$ cat config.mk
export PLATFORM = sky130hd
export DESIGN_NAME = trig_sync_timer
export DESIGN_NICKNAME = d
export VERILOG_FILES = /design/src/rtl/tst_pkg.sv /design/src/rtl/tst_trig_front.sv /design/src/rtl/tst_regs.sv /design/src/rtl/tst_time_base.sv /design/src/rtl/trig_sync_timer.sv
export SDC_FILE = /design/constraint.sdc
export NUM_CORES = 1
export LEC_CHECK = 0
export BUFFER_PORTS_ARGS = -buffer_cell sky130_fd_sc_hd__clkbuf_2
export CAP_MARGIN = 40
export CORE_ASPECT_RATIO = 1.75
export CORE_MARGIN = 2
export CORE_UTILIZATION = 30
export DETAILED_ROUTE_END_ITERATION = 10
export SETUP_SLACK_MARGIN = 0.3
export SLEW_MARGIN = 20
export SYNTH_ARGS = -nofsm -noshare
export SYNTH_HDL_FRONTEND = slang
export SYNTH_SLANG_ARGS = --single-unit
export TNS_END_PERCENT = 10
$ cat constraint.sdc
create_clock -name clk -period 3.52 [get_ports clk]
set_clock_uncertainty 0.05 [all_clocks]
set_input_delay 0.352 -clock clk [delete_from_list [all_inputs] [get_ports clk]]
set_output_delay 0.352 -clock clk [all_outputs]
set_load 0.01 [all_outputs]
$ cat src/rtl/tst_pkg.sv
package tst_pkg;

  // register data width shared by the write port
  localparam int REG_W = 16;

  // register addresses
  localparam int ADDR_CTRL  = 0;
  localparam int ADDR_PSC   = 1;
  localparam int ADDR_ARR   = 2;
  localparam int ADDR_FLAGS = 3;
  localparam int ADDR_EVGEN = 4;
  localparam int ADDR_CCR0  = 5;

  // slave controller encodings
  localparam logic [2:0] SLV_RESET = 3'b100;
  localparam logic [2:0] TSEL_PIN  = 3'b101;

  typedef struct packed {
    logic       uie;
    logic       tde;
    logic       tie;
    logic [2:0] tsel;
    logic [2:0] mode;
    logic       pol;
    logic       urs;
    logic       run;
  } ctrl_t;

endpackage

$ cat src/rtl/tst_trig_front.sv
module tst_trig_front #(
  parameter int SYNC_STAGES = 2
) (
  input  logic clk,
  input  logic rst,
  input  logic trig_raw,
  input  logic pol,
  input  logic armed,
  output logic trig_evt
);

  logic [SYNC_STAGES-1:0] sync_q;
  logic                   last_q;
  logic                   level;
  logic                   edge_hit;

  assign level = sync_q[SYNC_STAGES-1];

  // pol = 0 accepts rising edges, pol = 1 accepts falling edges
  always_comb begin
    if (pol) edge_hit = last_q & ~level;
    else     edge_hit = level & ~last_q;
  end

  always_ff @(posedge clk) begin
    if (rst) begin
      sync_q   <= '0;
      last_q   <= 1'b0;
      trig_evt <= 1'b0;
    end else begin
      sync_q[0] <= trig_raw;
      for (int i = 1; i < SYNC_STAGES; i++) sync_q[i] <= sync_q[i-1];
      last_q   <= level;
      trig_evt <= armed & edge_hit;
    end
  end

endmodule

$ cat src/rtl/tst_regs.sv
module tst_regs
  import tst_pkg::*;
#(
  parameter int CNT_W  = 16,
  parameter int PSC_W  = 16,
  parameter int NUM_CC = 2,
  parameter int ADDR_W = 3
) (
  input  logic                          clk,
  input  logic                          rst,
  input  logic                          wr_en,
  input  logic [ADDR_W-1:0]             wr_addr,
  input  logic [REG_W-1:0]              wr_data,
  input  logic                          trig_evt,
  input  logic                          ovf,
  output ctrl_t                         ctrl_q,
  output logic [PSC_W-1:0]              psc_q,
  output logic [CNT_W-1:0]              arr_pre,
  output logic [NUM_CC-1:0][CNT_W-1:0]  ccr_pre,
  output logic                          sw_ug,
  output logic                          trig_flag,
  output logic                          upd_flag,
  output logic                          irq,
  output logic                          dma_req
);

  localparam int NUM_REGS = ADDR_CCR0 + NUM_CC;

  logic [NUM_REGS-1:0] sel;
  logic                clr_t;
  logic                clr_u;
  logic                tflag_d;
  logic                uflag_d;
  ctrl_t               ctrl_d;

  always_comb begin
    for (int i = 0; i < NUM_REGS; i++) sel[i] = wr_en && (wr_addr == ADDR_W'(i));
  end

  always_comb begin
    ctrl_d      = '0;
    ctrl_d.run  = wr_data[0];
    ctrl_d.urs  = wr_data[1];
    ctrl_d.pol  = wr_data[2];
    ctrl_d.mode = wr_data[6:4];
    ctrl_d.tsel = wr_data[10:8];
    ctrl_d.tie  = wr_data[12];
    ctrl_d.tde  = wr_data[13];
    ctrl_d.uie  = wr_data[14];
  end

  assign sw_ug = sel[ADDR_EVGEN] && wr_data[0];
  assign clr_t = sel[ADDR_FLAGS] && !wr_data[0];
  assign clr_u = sel[ADDR_FLAGS] && !wr_data[1];

  // a set in the same cycle as a clear wins
  assign tflag_d = trig_evt | (trig_flag & ~clr_t);
  assign uflag_d = ovf | ((trig_evt | sw_ug) & ~ctrl_q.urs) | (upd_flag & ~clr_u);

  always_ff @(posedge clk) begin
    if (rst) begin
      ctrl_q    <= '0;
      psc_q     <= '0;
      arr_pre   <= '1;
      ccr_pre   <= '1;
      trig_flag <= 1'b0;
      upd_flag  <= 1'b0;
      irq       <= 1'b0;
      dma_req   <= 1'b0;
    end else begin
      if (sel[ADDR_CTRL]) ctrl_q  <= ctrl_d;
      if (sel[ADDR_PSC])  psc_q   <= wr_data[PSC_W-1:0];
      if (sel[ADDR_ARR])  arr_pre <= wr_data[CNT_W-1:0];
      for (int i = 0; i < NUM_CC; i++) begin
        if (sel[ADDR_CCR0+i]) ccr_pre[i] <= wr_data[CNT_W-1:0];
      end
      trig_flag <= tflag_d;
      upd_flag  <= uflag_d;
      irq       <= (tflag_d & ctrl_q.tie) | (uflag_d & ctrl_q.uie);
      dma_req   <= trig_evt & ctrl_q.tde;
    end
  end

endmodule

$ cat src/rtl/tst_time_base.sv
module tst_time_base #(
  parameter int CNT_W  = 16,
  parameter int PSC_W  = 16,
  parameter int NUM_CC = 2
) (
  input  logic                         clk,
  input  logic                         rst,
  input  logic                         run,
  input  logic [PSC_W-1:0]             psc_lim,
  input  logic [CNT_W-1:0]             arr_pre,
  input  logic [NUM_CC-1:0][CNT_W-1:0] ccr_pre,
  input  logic                         restart,
  input  logic                         load_req,
  output logic [CNT_W-1:0]             cnt_q,
  output logic                         ovf,
  output logic [NUM_CC-1:0]            cc_hit
);

  logic [PSC_W-1:0]              psc_cnt;
  logic [PSC_W-1:0]              psc_d;
  logic [CNT_W-1:0]              cnt_d;
  logic [CNT_W-1:0]              arr_act;
  logic [CNT_W-1:0]              arr_d;
  logic [NUM_CC-1:0][CNT_W-1:0]  ccr_act;
  logic [NUM_CC-1:0][CNT_W-1:0]  ccr_d;
  logic [NUM_CC-1:0]             hit_d;
  logic                          tick;
  logic                          wrap;
  logic                          load;

  always_comb begin
    tick = run && (psc_cnt == psc_lim);
    wrap = tick && (cnt_q == arr_act);
    ovf  = wrap && !restart;
    load = ovf || load_req;

    if (restart)   psc_d = '0;
    else if (tick) psc_d = '0;
    else if (run)  psc_d = psc_cnt + 1'b1;
    else           psc_d = psc_cnt;

    if (restart)   cnt_d = '0;
    else if (wrap) cnt_d = '0;
    else if (tick) cnt_d = cnt_q + 1'b1;
    else           cnt_d = cnt_q;

    arr_d = load ? arr_pre : arr_act;
  end

  // hit is judged against next-state values so it lines up with cnt_q
  for (genvar g = 0; g < NUM_CC; g++) begin : g_cc
    assign ccr_d[g] = load ? ccr_pre[g] : ccr_act[g];
    assign hit_d[g] = (cnt_d == ccr_d[g]);
  end

  always_ff @(posedge clk) begin
    if (rst) begin
      psc_cnt <= '0;
      cnt_q   <= '0;
      arr_act <= '1;
      ccr_act <= '1;
      cc_hit  <= '0;
    end else begin
      psc_cnt <= psc_d;
      cnt_q   <= cnt_d;
      arr_act <= arr_d;
      ccr_act <= ccr_d;
      cc_hit  <= hit_d;
    end
  end

endmodule

$ cat src/rtl/trig_sync_timer.sv
module trig_sync_timer
  import tst_pkg::*;
#(
  parameter int CNT_W       = 16,
  parameter int PSC_W       = 16,
  parameter int NUM_CC      = 2,
  parameter int SYNC_STAGES = 2,
  localparam int ADDR_W     = $clog2(ADDR_CCR0 + NUM_CC)
) (
  input  logic               clk,
  input  logic               rst,
  input  logic               wr_en,
  input  logic [ADDR_W-1:0]  wr_addr,
  input  logic [REG_W-1:0]   wr_data,
  input  logic               trig_raw,
  output logic [CNT_W-1:0]   cnt_val,
  output logic               trig_flag,
  output logic               upd_flag,
  output logic               irq,
  output logic               dma_req,
  output logic [NUM_CC-1:0]  cc_hit
);

  ctrl_t                        ctrl_q;
  logic [PSC_W-1:0]             psc_q;
  logic [CNT_W-1:0]             arr_pre;
  logic [NUM_CC-1:0][CNT_W-1:0] ccr_pre;
  logic                         sw_ug;
  logic                         trig_evt;
  logic                         ovf;
  logic                         armed;
  logic                         run_w;
  logic                         restart;
  logic                         load_req;

  assign armed    = (ctrl_q.mode == SLV_RESET) && (ctrl_q.tsel == TSEL_PIN);
  assign run_w    = ctrl_q.run;
  assign restart  = trig_evt | sw_ug;
  assign load_req = (trig_evt & ~ctrl_q.urs) | sw_ug;

  tst_trig_front #(
    .SYNC_STAGES(SYNC_STAGES)
  ) u_front (
    .clk      (clk),
    .rst      (rst),
    .trig_raw (trig_raw),
    .pol      (ctrl_q.pol),
    .armed    (armed),
    .trig_evt (trig_evt)
  );

  tst_regs #(
    .CNT_W  (CNT_W),
    .PSC_W  (PSC_W),
    .NUM_CC (NUM_CC),
    .ADDR_W (ADDR_W)
  ) u_regs (
    .clk       (clk),
    .rst       (rst),
    .wr_en     (wr_en),
    .wr_addr   (wr_addr),
    .wr_data   (wr_data),
    .trig_evt  (trig_evt),
    .ovf       (ovf),
    .ctrl_q    (ctrl_q),
    .psc_q     (psc_q),
    .arr_pre   (arr_pre),
    .ccr_pre   (ccr_pre),
    .sw_ug     (sw_ug),
    .trig_flag (trig_flag),
    .upd_flag  (upd_flag),
    .irq       (irq),
    .dma_req   (dma_req)
  );

  tst_time_base #(
    .CNT_W  (CNT_W),
    .PSC_W  (PSC_W),
    .NUM_CC (NUM_CC)
  ) u_tb (
    .clk      (clk),
    .rst      (rst),
    .run      (run_w),
    .psc_lim  (psc_q),
    .arr_pre  (arr_pre),
    .ccr_pre  (ccr_pre),
    .restart  (restart),
    .load_req (load_req),
    .cnt_q    (cnt_val),
    .ovf      (ovf),
    .cc_hit   (cc_hit)
  );

endmodule

==> flow_summary.json <==
{
  "cts_root_buf": "clkbuf_16",
  "r2r_slack_ps": 490,
  "dp_hpwl_um": 15300,
  "grt_pass1_vias": 5752,
  "drcViolationCount": 0,
  "powerDensity_nw_per_um2": 479,
  "fin_cells": 1194,
  "path_class": "reg2reg",
  "routedWlPerCell_um": 17.9,
  "layout_common_cells": "nand2_1 (223), dfxtp_1 (161), nand3_1 (63)",
  "grt_usage": 0.174,
  "synth_simple_gate_area_share": 0.260,
  "die_x_um": 120,
  "synth_cell_type_count": 46,
  "rsz0062_at_grt": "false",
  "yosysWarnings": 0,
  "numClockSinks": 166,
  "io_pins": 45,
  "syn-num-nets": 844,
  "crit_chain": "xnor2_1, nand4_1, nor4_4, a41o_4, buf_12, buf_4, mux2i_1, or4b_1, o31ai_1, a32oi_1, nor4_2",
  "htree_levels": 4,
  "die_h_um": 207,
  "synth_top_area_frac": 0.470,
  "via_count": 5894,
  "initial_core_util": 0.305,
  "std_cell_rows": 74,
  "portBuffers": 44,
  "cp_slowest_cell": "or4b_1",
  "max_freq_mhz": 330,
  "layout_min_cycle_time_ps": 3030,
  "setup_tns_ps": 0,
  "layout_worst_path_cycle_share": 0.861,
  "ys_seq_area_frac": 0.470,
  "cts_made_buffers": 17,
  "grt_max_degree": 83,
  "via_per_inst": 4.94,
  "postCtsHoldBufs": 0,
  "cp_top_family": "simple AND/OR/NAND/NOR gates",
  "dieArea_um2": 24900,
  "synth_mux_area_frac": 0.0742,
  "finalNetCount": 902,
  "max_cap_viol_count": 0,
  "synth_compound_area_frac": 0.0617,
  "grt_overflow_total": 0,
  "postLayoutCellArea_um2": 8450,
  "crit_buf_inv": 2,
  "fin_util": 0.364,
  "clockBufferDepth": 2,
  "setup_viol": 0,
  "synth_xor_area_frac": 0.100,
  "arrival_ps": 3330,
  "antenna_found_initial": 0,
  "hold_depth": 2,
  "cp-start-kind": "flip-flop",
  "core_area_um2": 23200,
  "fill_cells": 2344,
  "slew_headroom": 0.505,
  "tightest_slew_ps": 741,
  "finalHoldViolCount": 0,
  "power_mw": 4.05,
  "diodes": 0,
  "syn_avg_cell_area_um2": 8.64,
  "ir_drop_mv": 0.327,
  "drt_wl_total_um": 21300,
  "synthArstFlopShare": 0,
  "synth_area_leaders": "dfxtp_1 (47%), nand2_1 (12%), mux2i_1 (6.8%), xor2_1 (5.3%), xnor2_1 (4.7%)",
  "worstHoldEndpoint": "u_front.sync_q[0]",
  "drv_slew": 0,
  "cts_tree": "yes",
  "ant_nets": 0,
  "mostFrequentLayoutCell": "nand2_1",
  "regToRegStartpoint": "u_tb.cnt_q[11]",
  "drive_above_1_share": 0.152,
  "cp-end-kind": "flip-flop",
  "yosysTopAreaCell": "dfxtp_1",
  "crit_fanout": 15,
  "place_area_um2": 7750,
  "dr.pass1.iters": 9,
  "place.gp.congestion": 0.873,
  "synth_edf_count": 0,
  "ys_ff_latch": 166,
  "clock_latency_ps": 440,
  "r2r.worst_path.cells": 11,
  "clkTransAtPathRegs_ps": 60,
  "synth_top_family_by_area": "simple AND/OR/NAND/NOR gates",
  "worstReg2RegEnd": "u_tb.cc_hit[1]",
  "syn_to_final_growth_pct": 19.4,
  "min_from": "trig_raw",
  "grt_pass1_wl_um": 32400,
  "syn_inst": 819,
  "synth_top_flop_cell": "dfxtp_1",
  "first_iter_violations": 447,
  "synth_fa_ha_area_frac": 0.00354,
  "dp_cells": 1157,
  "status": "finished clean",
  "hp-class": "in2reg",
  "syn_area_um2": 7080,
  "worst_ep_required_time_ps": 3820,
  "cpPeakStageDelay_ps": 530,
  "leakage_nw": 3.31
}
[per-stage QoR]
stage	hold WS (ps)	worst slack (ps)
after floorplan	364	718
after global placement	367	260
after detailed placement	379	225
after CTS	69.1	360
after global routing	78.4	271
final	82.6	490
[worst max-delay path by stage]
stage	start	end	slack, ps	cells after the start
final	u_tb.cnt_q[11]	u_tb.cc_hit[1]	490	11
after global routing	u_tb.psc_cnt[0]	u_tb.cc_hit[1]	270	11
after CTS	u_tb.cnt_q[6]	u_tb.cc_hit[1]	360	10
after detailed placement	u_tb.cnt_q[6]	u_tb.cc_hit[1]	230	10
after global placement	u_tb.psc_cnt[13]	u_tb.cc_hit[1]	260	10
after floorplan	u_tb.cnt_q[6]	u_tb.cc_hit[0]	720	10
[final cells by class]
type                            count  area, um2  share of cell area
Clock buffer                       20        447              0.0529
Clock inverter                     12        153              0.0181
Inverter                            5       18.8             0.00222
Multi-Input combinational cell    607       3590               0.425
Sequential cell                   166       3330               0.394
Tap cell                          304        380              0.0450
Timing Repair Buffer               80        527              0.0623
[flip-flops by register name, summed over array words and instances, names as in the netlist, 2 cells and up]
register	cells
u_tb.arr_act	16
u_regs.arr_pre	16
u_tb.cnt_q	16
u_regs.ctrl_q	12
u_front.sync_q	2
u_tb.ccr_act	32
u_tb.psc_cnt	16
u_regs.ccr_pre	32
u_regs.psc_q	16
u_tb.cc_hit	2
[cell families (layout without fill, tap and decap cells)]
group | after synthesis | after routing
AOI/OAI and AO/OA | 70 | 70
adders and majority gates | 2 | 2
muxes | 50 | 50
DFF | 166 | 166
xor gates and xnor gates | 81 | 81
buffers and inverters | 46 | 117
and+or+nand+nor | 404 | 404
[Yosys cell counts, types with 6 or more instances]
master / count
dfxtp_1: 166
nor4_1: 9
mux2i_1: 48
nor2_1: 35
nor3_1: 12
o21ai_0: 11
a21oi_1: 37
xnor2_1: 38
nand4_1: 16
nand3_1: 63
clkbuf_1: 34
nand2_1: 224
xor2_1: 43
and3_1: 10
nor2b_1: 6
[worst reg2reg max path: stages (launching register included)]
cell     delay (ps)
dfxtp_2         400
xnor2_1         130
nand4_1         180
nor4_4          390
a41o_4          330
buf_12          180
buf_4           180
mux2i_1         100
or4b_1          540
o31ai_1          90
a32oi_1         110
nor4_2          280
[report_power, final]
group	switching (mW)	internal, mW	leakage, nW	total, mW
clock	0.772	1.13	0.294	1.91
sequential	0.0187	1.91	1.35	1.93
combinational	0.149	0.0644	1.67	0.213
[what timing repair did]
item / CTS / global route
endpoints found under the setup margin: 2 / 2
buffers inserted: 2 / 2
cloned: 0 / 0
pin swaps: 1 / 3
gates resized for setup: 3 / 15
[routing by layer]
layer | share of wire | global-route usage | wire, um | vias up
met2 | 0.53 | 0.317 | 11200 | 149
li1 | - | - | - | 2878
met5 | 0 | 0 | 0 | -
met4 | 0.069 | 0.124 | 1470 | 0
met1 | 0.37 | 0.173 | 7870 | 2812
met3 | 0.035 | 0.0322 | 743 | 55
No activity file was read; power rests on OpenSTA's default activity.
